[config.mk]
export PLATFORM = sky130hd
export DESIGN_NAME = page_write_commit
export DESIGN_NICKNAME = d
export VERILOG_FILES = /design/src/rtl/pgwr_pkg.sv /design/src/rtl/pgwr_stage.sv /design/src/rtl/pgwr_timer.sv /design/src/rtl/pgwr_array.sv /design/src/rtl/page_write_commit.sv
export SDC_FILE = /design/constraint.sdc
export NUM_CORES = 2
export LEC_CHECK = 0
export ABC_AREA = 1
export BUFFER_PORTS_ARGS = -buffer_cell sky130_fd_sc_hd__buf_2
export CORE_ASPECT_RATIO = 0.9
export CORE_MARGIN = 10
export CORE_UTILIZATION = 38
export CTS_CLUSTER_SIZE = 10
export DETAILED_ROUTE_END_ITERATION = 8
export PLACE_DENSITY = 0.63
export SETUP_SLACK_MARGIN = 0.15
export SYNTH_ARGS = -nofsm -noshare
export SYNTH_HDL_FRONTEND = slang
export SYNTH_SLANG_ARGS = --single-unit
[constraint.sdc]
create_clock -name clk -period 3.15 [get_ports clk]
set_input_delay 0.4725 -clock clk [delete_from_list [all_inputs] [get_ports clk]]
set_output_delay 0.4725 -clock clk [all_outputs]
set_load 0.02 [all_outputs]
[src/rtl/pgwr_pkg.sv]
package pgwr_pkg;
   typedef enum logic {
      SESS_IDLE = 1'b0,
      SESS_OPEN = 1'b1
   } sess_e;
endpackage

[src/rtl/pgwr_stage.sv]
module pgwr_stage
   import pgwr_pkg::*;
#(
   parameter int DATA_W     = 8,
   parameter int PAGE_BYTES = 16,
   parameter int PAGES      = 8
) (
   input  logic                                    clk,
   input  logic                                    rst_n,
   input  logic                                    busy_i,
   input  logic                                    start_i,
   input  logic [$clog2(PAGES*PAGE_BYTES)-1:0]     start_addr_i,
   input  logic                                    byte_we_i,
   input  logic [DATA_W-1:0]                       byte_i,
   input  logic                                    stop_i,
   input  logic                                    reject_i,
   output logic                                    commit_o,
   output logic                                    ptr_we_o,
   output logic [$clog2(PAGES)-1:0]                page_o,
   output logic [$clog2(PAGE_BYTES)-1:0]           ofs_o,
   output logic [PAGE_BYTES-1:0][DATA_W-1:0]       data_o,
   output logic [PAGE_BYTES-1:0]                   valid_o
);
   localparam int OFS_W  = $clog2(PAGE_BYTES);
   localparam int ADDR_W = $clog2(PAGES*PAGE_BYTES);

   sess_e                             sess_q;
   logic [ADDR_W-OFS_W-1:0]           page_q;
   logic [OFS_W-1:0]                  ofs_q;
   logic [PAGE_BYTES-1:0][DATA_W-1:0] data_q;
   logic [PAGE_BYTES-1:0]             valid_q;
   logic                              close_w;

   // a stop or reject only counts when a transaction is open and idle
   assign close_w  = !busy_i && !start_i && (sess_q == SESS_OPEN) && stop_i && !reject_i;
   assign commit_o = close_w && (|valid_q);
   assign ptr_we_o = close_w;
   assign page_o   = page_q;
   assign ofs_o    = ofs_q;
   assign data_o   = data_q;
   assign valid_o  = valid_q;

   always_ff @(posedge clk or negedge rst_n) begin
      if (!rst_n) begin
         sess_q  <= SESS_IDLE;
         page_q  <= '0;
         ofs_q   <= '0;
         data_q  <= '0;
         valid_q <= '0;
      end else if (!busy_i) begin
         if (start_i) begin
            sess_q  <= SESS_OPEN;
            page_q  <= start_addr_i[ADDR_W-1:OFS_W];
            ofs_q   <= start_addr_i[OFS_W-1:0];
            valid_q <= '0;
         end else if (sess_q == SESS_OPEN) begin
            if (reject_i || stop_i) begin
               sess_q  <= SESS_IDLE;
               valid_q <= '0;
            end else if (byte_we_i) begin
               data_q[ofs_q]  <= byte_i;
               valid_q[ofs_q] <= 1'b1;
               ofs_q          <= ofs_q + 1'b1;   // wraps inside the page
            end
         end
      end
   end
endmodule

[src/rtl/pgwr_timer.sv]
module pgwr_timer #(
   parameter int BUSY_CYCLES = 250
) (
   input  logic clk,
   input  logic rst_n,
   input  logic start_i,
   output logic busy_o
);
   localparam int CNT_W = $clog2(BUSY_CYCLES + 1);

   logic [CNT_W-1:0] cnt_q;
   logic             busy_q;

   always_ff @(posedge clk or negedge rst_n) begin
      if (!rst_n) begin
         cnt_q  <= '0;
         busy_q <= 1'b0;
      end else if (start_i) begin
         cnt_q  <= CNT_W'(BUSY_CYCLES - 1);
         busy_q <= 1'b1;
      end else if (busy_q) begin
         if (cnt_q == '0) busy_q <= 1'b0;
         else             cnt_q  <= cnt_q - 1'b1;
      end
   end

   assign busy_o = busy_q;
endmodule

[src/rtl/pgwr_array.sv]
module pgwr_array #(
   parameter int                DATA_W     = 8,
   parameter int                PAGE_BYTES = 16,
   parameter int                PAGES      = 8,
   parameter logic [DATA_W-1:0] ERASE_VAL  = '1
) (
   input  logic                               clk,
   input  logic                               rst_n,
   input  logic                               commit_i,
   input  logic [$clog2(PAGES)-1:0]           page_i,
   input  logic [PAGE_BYTES-1:0][DATA_W-1:0]  data_i,
   input  logic [PAGE_BYTES-1:0]              valid_i,
   input  logic [$clog2(PAGES*PAGE_BYTES)-1:0] rd_addr_i,
   output logic [DATA_W-1:0]                  rd_data_o
);
   localparam int OFS_W = $clog2(PAGE_BYTES);
   localparam int DEPTH = PAGES * PAGE_BYTES;

   logic [DATA_W-1:0]     mem_q [DEPTH];
   logic [PAGE_BYTES-1:0] lane_we;

   for (genvar g = 0; g < PAGE_BYTES; g++) begin : g_lane
      assign lane_we[g] = commit_i & valid_i[g];
   end

   always_ff @(posedge clk or negedge rst_n) begin
      if (!rst_n) begin
         for (int i = 0; i < DEPTH; i++) mem_q[i] <= ERASE_VAL;
      end else begin
         for (int b = 0; b < PAGE_BYTES; b++) begin
            if (lane_we[b]) mem_q[{page_i, OFS_W'(b)}] <= data_i[b];
         end
      end
   end

   assign rd_data_o = mem_q[rd_addr_i];
endmodule

[src/rtl/page_write_commit.sv]
module page_write_commit #(
   parameter int                DATA_W      = 8,
   parameter int                PAGE_BYTES  = 16,
   parameter int                PAGES       = 8,
   parameter int                BUSY_CYCLES = 250,
   parameter logic [DATA_W-1:0] ERASE_VAL   = '1
) (
   input  logic                                 clk,
   input  logic                                 rst_n,
   input  logic                                 wr_start_i,
   input  logic [$clog2(PAGES*PAGE_BYTES)-1:0]  wr_addr_i,
   input  logic                                 byte_valid_i,
   input  logic [DATA_W-1:0]                    byte_i,
   input  logic                                 stop_i,
   input  logic                                 wp_reject_i,
   input  logic [$clog2(PAGES*PAGE_BYTES)-1:0]  rd_addr_i,
   output logic [DATA_W-1:0]                    rd_data_o,
   output logic                                 busy_o,
   output logic [$clog2(PAGES*PAGE_BYTES)-1:0]  cur_addr_o
);
   localparam int OFS_W  = $clog2(PAGE_BYTES);
   localparam int PAGE_W = $clog2(PAGES);
   localparam int ADDR_W = PAGE_W + OFS_W;

   if (PAGE_BYTES < 2 || PAGE_BYTES != (1 << OFS_W)) begin : g_bad_page
      $error("PAGE_BYTES must be a power of two of at least 2");
   end
   if (PAGES < 2 || PAGES != (1 << PAGE_W)) begin : g_bad_pages
      $error("PAGES must be a power of two of at least 2");
   end
   if (BUSY_CYCLES < 1) begin : g_bad_busy
      $error("BUSY_CYCLES must be at least 1");
   end

   logic                              commit_w;
   logic                              ptr_we_w;
   logic [PAGE_W-1:0]                 page_w;
   logic [OFS_W-1:0]                  ofs_w;
   logic [PAGE_BYTES-1:0][DATA_W-1:0] data_w;
   logic [PAGE_BYTES-1:0]             valid_w;
   logic [ADDR_W-1:0]                 ptr_q;

   pgwr_stage #(.DATA_W(DATA_W), .PAGE_BYTES(PAGE_BYTES), .PAGES(PAGES)) u_stage (
      .clk(clk), .rst_n(rst_n), .busy_i(busy_o),
      .start_i(wr_start_i), .start_addr_i(wr_addr_i),
      .byte_we_i(byte_valid_i), .byte_i(byte_i),
      .stop_i(stop_i), .reject_i(wp_reject_i),
      .commit_o(commit_w), .ptr_we_o(ptr_we_w),
      .page_o(page_w), .ofs_o(ofs_w), .data_o(data_w), .valid_o(valid_w)
   );

   pgwr_timer #(.BUSY_CYCLES(BUSY_CYCLES)) u_timer (
      .clk(clk), .rst_n(rst_n), .start_i(commit_w), .busy_o(busy_o)
   );

   pgwr_array #(.DATA_W(DATA_W), .PAGE_BYTES(PAGE_BYTES), .PAGES(PAGES),
                .ERASE_VAL(ERASE_VAL)) u_array (
      .clk(clk), .rst_n(rst_n), .commit_i(commit_w), .page_i(page_w),
      .data_i(data_w), .valid_i(valid_w),
      .rd_addr_i(rd_addr_i), .rd_data_o(rd_data_o)
   );

   always_ff @(posedge clk or negedge rst_n) begin
      if (!rst_n)        ptr_q <= '0;
      else if (ptr_we_w) ptr_q <= {page_w, ofs_w};
   end

   assign cur_addr_o = ptr_q;
endmodule

# ---- Word level (Yosys, flattened, before mapping)
# Index checks and enable logic that the tools add are counted.
dict set report classes {
  add_sub_neg 2
  magnitude_cmp 35
  n_eq_ne 2
  muxes 89
  bitwise 37
  reduce_logical 37
}
# op count
set ops {}
lappend ops {{1024-bit bitwise mux} 16}
lappend ops {{1024-bit 2-to-1 mux} 16}
lappend ops {{8-bit demux with 7-bit select} 16}
lappend ops {{8-bit 2-to-1 mux} 22}
lappend ops {{8-bit >= comparator, second input constant} 17}
lappend ops {{7-bit NOT with 8-bit output} 17}
lappend ops {{128-bit bitwise mux} 1}
lappend ops {{8-bit by 1-bit less-than comparator with 1-bit output, second input constant} 16}
lappend ops {{16-bit 2-to-1 mux} 4}
lappend ops {{8-bit binary-select mux with 7-bit select} 1}
lappend ops {{8-bit demux with 4-bit select} 1}
lappend ops {{1-bit logical AND} 22}
lappend ops {{1-bit bitwise AND} 16}
lappend ops {{4-bit 2-to-1 mux} 4}
lappend ops {{16-bit OR} 1}
lappend ops {{16-bit OR reduction} 1}
lappend ops {{8-bit logical NOT} 1}
lappend ops {{8-bit by 1-bit subtractor with 8-bit output, second input constant} 1}
lappend ops {{1-bit 2-to-1 mux} 7}
lappend ops {{2-bit nonzero test} 3}
lappend ops {{4-bit by 5-bit less-than comparator with 1-bit output, second input constant} 1}
lappend ops {{5-bit AND reduction} 1}
lappend ops {{4-bit by 1-bit adder with 4-bit output, second input constant} 1}
lappend ops {{1-bit demux with 4-bit select} 1}
lappend ops {{other kinds (10)} 15}
dict set report totals {
  ff_bits 1192
  input_bits 28
  out_inout_bits 16
  wordCells 353
}

# ---- Logic depth before layout (Yosys ltp)
dict set report logic_depth {
  ltp_word 38
  ltp_mapped 14
  ltp_nobuf 11
}

# ---- Hierarchy
# From an unflattened synthesis, not the netlist that was laid out.
dict set report hier_totals {
  hier_cells 6698
  hier_area_um2 55054.1
}
# module n_inst cells_each area_per_inst_um2 seq_area_each_um2
set modules_own_cells {}
lappend modules_own_cells {pgwr_array 1 5860 47713.3 26905.8}
lappend modules_own_cells {pgwr_stage 1 734 6507.5 3803.6}
lappend modules_own_cells {pgwr_timer 1 74 564.3 225.2}
lappend modules_own_cells {page_write_commit 1 30 269.0 175.2}

# ---- Least setup slack after synthesis
# No wires, ideal clock.
dict set report synth_timing {
  kind {in2out}
  start {in rd_addr_i[0]}
  end {out rd_data_o[3]}
  arrival_time_ns 1.972
  t_required_ns 2.677
  slack_ns 0.705
  path_stages 14
  path_buffers 3
  path_cell_list {buf_2 > inv_2 > clkbuf_1 > clkbuf_1 > nand2_1 > nand3_1 > nand3_1 > nand3_1 > nand2_1 > nand2_1 > nand3_1 > nand2_1 > nand2_1 > nand2_1}
}
dict set report synth_between {
  elab_chain_cells 4
}
# element line_no
set synth_lines {}
lappend synth_lines {{start: declaration} page_write_commit.sv:16} ;# input logic [$clog2(PAGES*PAGE_BYTES)-1:0] rd_addr_i,
lappend synth_lines {{7-bit NOT with 8-bit output (implied by the code)} pgwr_array.sv:36} ;# assign rd_data_o = mem_q[rd_addr_i];
lappend synth_lines {{8-bit binary-select mux with 7-bit select} pgwr_array.sv:36}
lappend synth_lines {{8-bit 2-to-1 mux (implied by the code) (2 in series)} pgwr_array.sv:36}
lappend synth_lines {{end: declaration} page_write_commit.sv:17} ;# output logic [DATA_W-1:0] rd_data_o,
# No other way between the ends. The select of a mux whose other input is x is not followed.

# ---- Worst setup path after layout
dict set report layout_timing {
  start {in rd_addr_i[0]}
  end {out rd_data_o[4]}
}
# The elaborated chain is that of the path after synthesis.

==> metrics.txt <==
outcome complete, no violations; Routed WL 240,000 um; total of max-cap violations 0; routability cong. 1.08; Sink Count 1,192; CP peak stage delay 250 ps; DP Worst Slack -390 ps; DRT Pass-1 Iters 9; syn nets 7,440; I/O pin cnt 44; fin crit share 0.966; Setup Crit Path Kind input pin to output port; Crit path required time 2680 ps; setup TNS 0 ps; Crit. End Element output port; worst path cell trace buf_8, inv_8, buf_16, buf_16, nand2_1, nand3_4, nand3_2, nand3_4, nand2_1, nand2_1, nand3_1, nand2_1, nand2_1, nand2_4, buf_4; number of placed cells counting well taps 9,172; RR Startpoint u_stage.valid_o[14]; Syn-to-layout area delta 18.8%; Post-Layout Cell Count 9,410; routed vias 54,000; Async SR Flop Fraction 1.00; Startpoint Class input pin; fin worst setup slack 106 ps; via/cell ratio 5.74; GRT met1 Usage 0.381; number of global-route vias before repair 50,600; CP Max Fanout 42; initial core utilization 0.383; Max-slew headroom 0.323; #FFs+latches synth 1,192; share of the synthesized area in the top cell type 0.465; Avg Inst Size Synth 7.82 um2; grt peak-use layer met2; Fmax 329 MHz; cts bufs inserted 142; Post-Synthesis Cells 7,407; Yosys cell types 32; CP startpoint rd_addr_i[0]; # DRC 0; Hold Startpoint wr_start_i; most frequent cells in the layout 3,200 x nand2_1, 1,169 x o21ai_0, 1,024 x dfstp_2; Power Total 0.0391 W; GRT Util Overall 0.276; DRT iter0 DRCs 7,731; nets 7,375; RSZ-0062 raised after global routing true; Lkg Pwr 29.5 nW; Top cell by count, worst path nand2_1; synth top area cells dfstp_2 46%, nand2_1 21%, o21ai_0 10%, nand3_1 8.0%, dfrtp_1 7.3%; share of layout cells above drive strength 1 0.279; first-pass GRT wire length 349,000 um; ys flop type dfstp_2; skew final 49.5 ps; commonest non-fill, non-tap cell in the layout nand2_1; sequential share of power 0.440; CP arrival 2570 ps; Final HPWL DP 164,000 um; initial antenna violation count 14; Peak VDD IR 0.601 mV; Skew-Pair Late Insertion Delay 810 ps; setup violators final 0; Die ar. 168,000 um2; met3 usage 0.0807; buffer and inverter count on the worst path 5; TritonCTS clock tree yes; EDFF count, synth 0; Hold Vio Cnt, Final 0; row cnt 135; worst min-delay path class input pin to register; post-synthesis sequential area ratio 0.537; clock group share of total power 0.398; Root Driver clkbuf_16; routed wire length per instance 25.5 um; Final ANT Viol Nets 0; combinational share of power 0.161; # port buffers 43; slowest cell on the critical path buf_16; CTS Buffer Depth 3; Core Footprint 151,000 um2; H-tree levels 4; Clock transition at path regs 50 ps; delay-heaviest family, CP simple AND/OR/NAND/NOR gates; FILL cells 14,800; Final min period 3040 ps; Switching Fraction 0.334; M2 GR Usage 0.394; Cell Int Power 0.0260 W; DIE WIDTH 431 um; PwrDens 569 nW/um2; Syn. warnings 0; switching pwr 0.0130 W; Chip Height 390 um; worst slew pin tran 1010 ps; largest net degree at the start of global routing 124; total gr overflow 0; area leader, netlist dfstp_2; cell area after synthesis 57,900 um2; fin. max-slew vios 0
path summary, 6_finish.rpt:
check | end | slack (ps) | cells after the start
worst max-delay path | rd_data_o[4] | 110 | 15
worst min-delay path | u_stage.ofs_o[1] | 90 | 3
worst max register to register | u_array.mem_q[829] | 350 | 11
worst min register to register | u_array.mem_q[1004] | 470 | 2
max in group asynchronous | u_array.mem_q[44] | 1760 | 4
min in group asynchronous | u_stage.data_o[28] | 200 | 2
flip-flops by register name (all words and copies together), names as in the netlist:
name,cells
u_array.mem_q,1024
u_stage.data_o,128
u_stage.valid_o,16
u_timer.cnt_q,8
cur_addr_o,7
u_stage.ofs_o,4
u_stage.page_o,3
u_stage.sess_q,1
u_timer.busy_o,1
routing by layer:
| metal | wire (um) | share of wire | vias up |
|---|---|---|---|
| met5 | 38 | 0.00016 | - |
| met4 | 13200 | 0.055 | 6 |
| met3 | 27400 | 0.11 | 538 |
| met2 | 100000 | 0.42 | 3044 |
| met1 | 98900 | 0.41 | 26500 |
| li1 | - | - | 23900 |
cell usage after synthesis (2+ instances only):
| master | number |
|---|---|
| clkbuf_1 | 453 |
| buf_6 | 8 |
| buf_2 | 24 |
| ha_1 | 5 |
| o21ai_0 | 1171 |
| nor4_1 | 2 |
| nor3_2 | 7 |
| nand3_1 | 929 |
| nand2_1 | 3231 |
| nor2_1 | 43 |
| dfstp_2 | 1024 |
| a21oi_1 | 38 |
| nand4_1 | 3 |
| dfrtp_1 | 168 |
| o211ai_1 | 2 |
| nor2_2 | 51 |
| nand2_4 | 8 |
| inv_1 | 82 |
| nor3_1 | 3 |
| inv_2 | 15 |
| nor2_4 | 46 |
| buf_1 | 81 |
| o21ai_1 | 4 |
worst min-delay path: stages:
cell	delay, ps
buf_2	190
o211ai_1	130
o21ai_0	70
what timing repair did:
| action | in CTS | in global routing |
|---|---|---|
| resized for setup | 432 | 65 |
| endpoints found under the setup margin | 8 | 8 |
| hold buffers | 9 | 0 |
| hold endpoints to repair | 40 | 0 |
| pin swaps | 54 | 17 |
| gates cloned | 2 | 1 |
| buffers inserted | 0 | 0 |
logic make-up after synthesis:
family,Yosys count,synth area share
adder cells (fa/ha/maj),5,0.00108
flip-flops,1192,0.537
XOR/XNOR,1,0.000151
AND/OR/NAND/NOR,4327,0.311
buffers and inverters,664,0.0446
AO/OA/AOI/OAI,1218,0.106
final cells by class:
class / instances / area, um2 / share of cell area
Antenna cell: 1 / 2.50 / 0.0000364
Clock buffer: 206 / 3920 / 0.0570
Clock inverter: 19 / 323 / 0.00470
Inverter: 98 / 405 / 0.00590
Multi-Input combinational cell: 5551 / 26600 / 0.387
Sequential cell: 1192 / 31100 / 0.453
Tap cell: 1986 / 2480 / 0.0361
Timing Repair Buffer: 357 / 3890 / 0.0566
power by group through the flow:
stage / clock network, W / logic (W) / registers (W)
after floorplan: 0 / 0.00314 / 0.0164
after global placement: 0 / 0.00580 / 0.0174
after detailed placement: 0 / 0.00582 / 0.0174
after CTS: 0.0157 / 0.00608 / 0.0172
after global routing: 0.0164 / 0.00655 / 0.0172
final: 0.0156 / 0.00631 / 0.0172
metrics by stage:
stage	util	area, um2	hold slack (ps)
after floorplan	-	57900	177
after global placement	0.409	61800	446
after detailed placement	0.409	61800	447
after CTS	0.453	68400	34.5
after global routing	0.455	68700	115
final	0.455	68700	92.6
No activity file was read; power rests on OpenSTA's default activity.
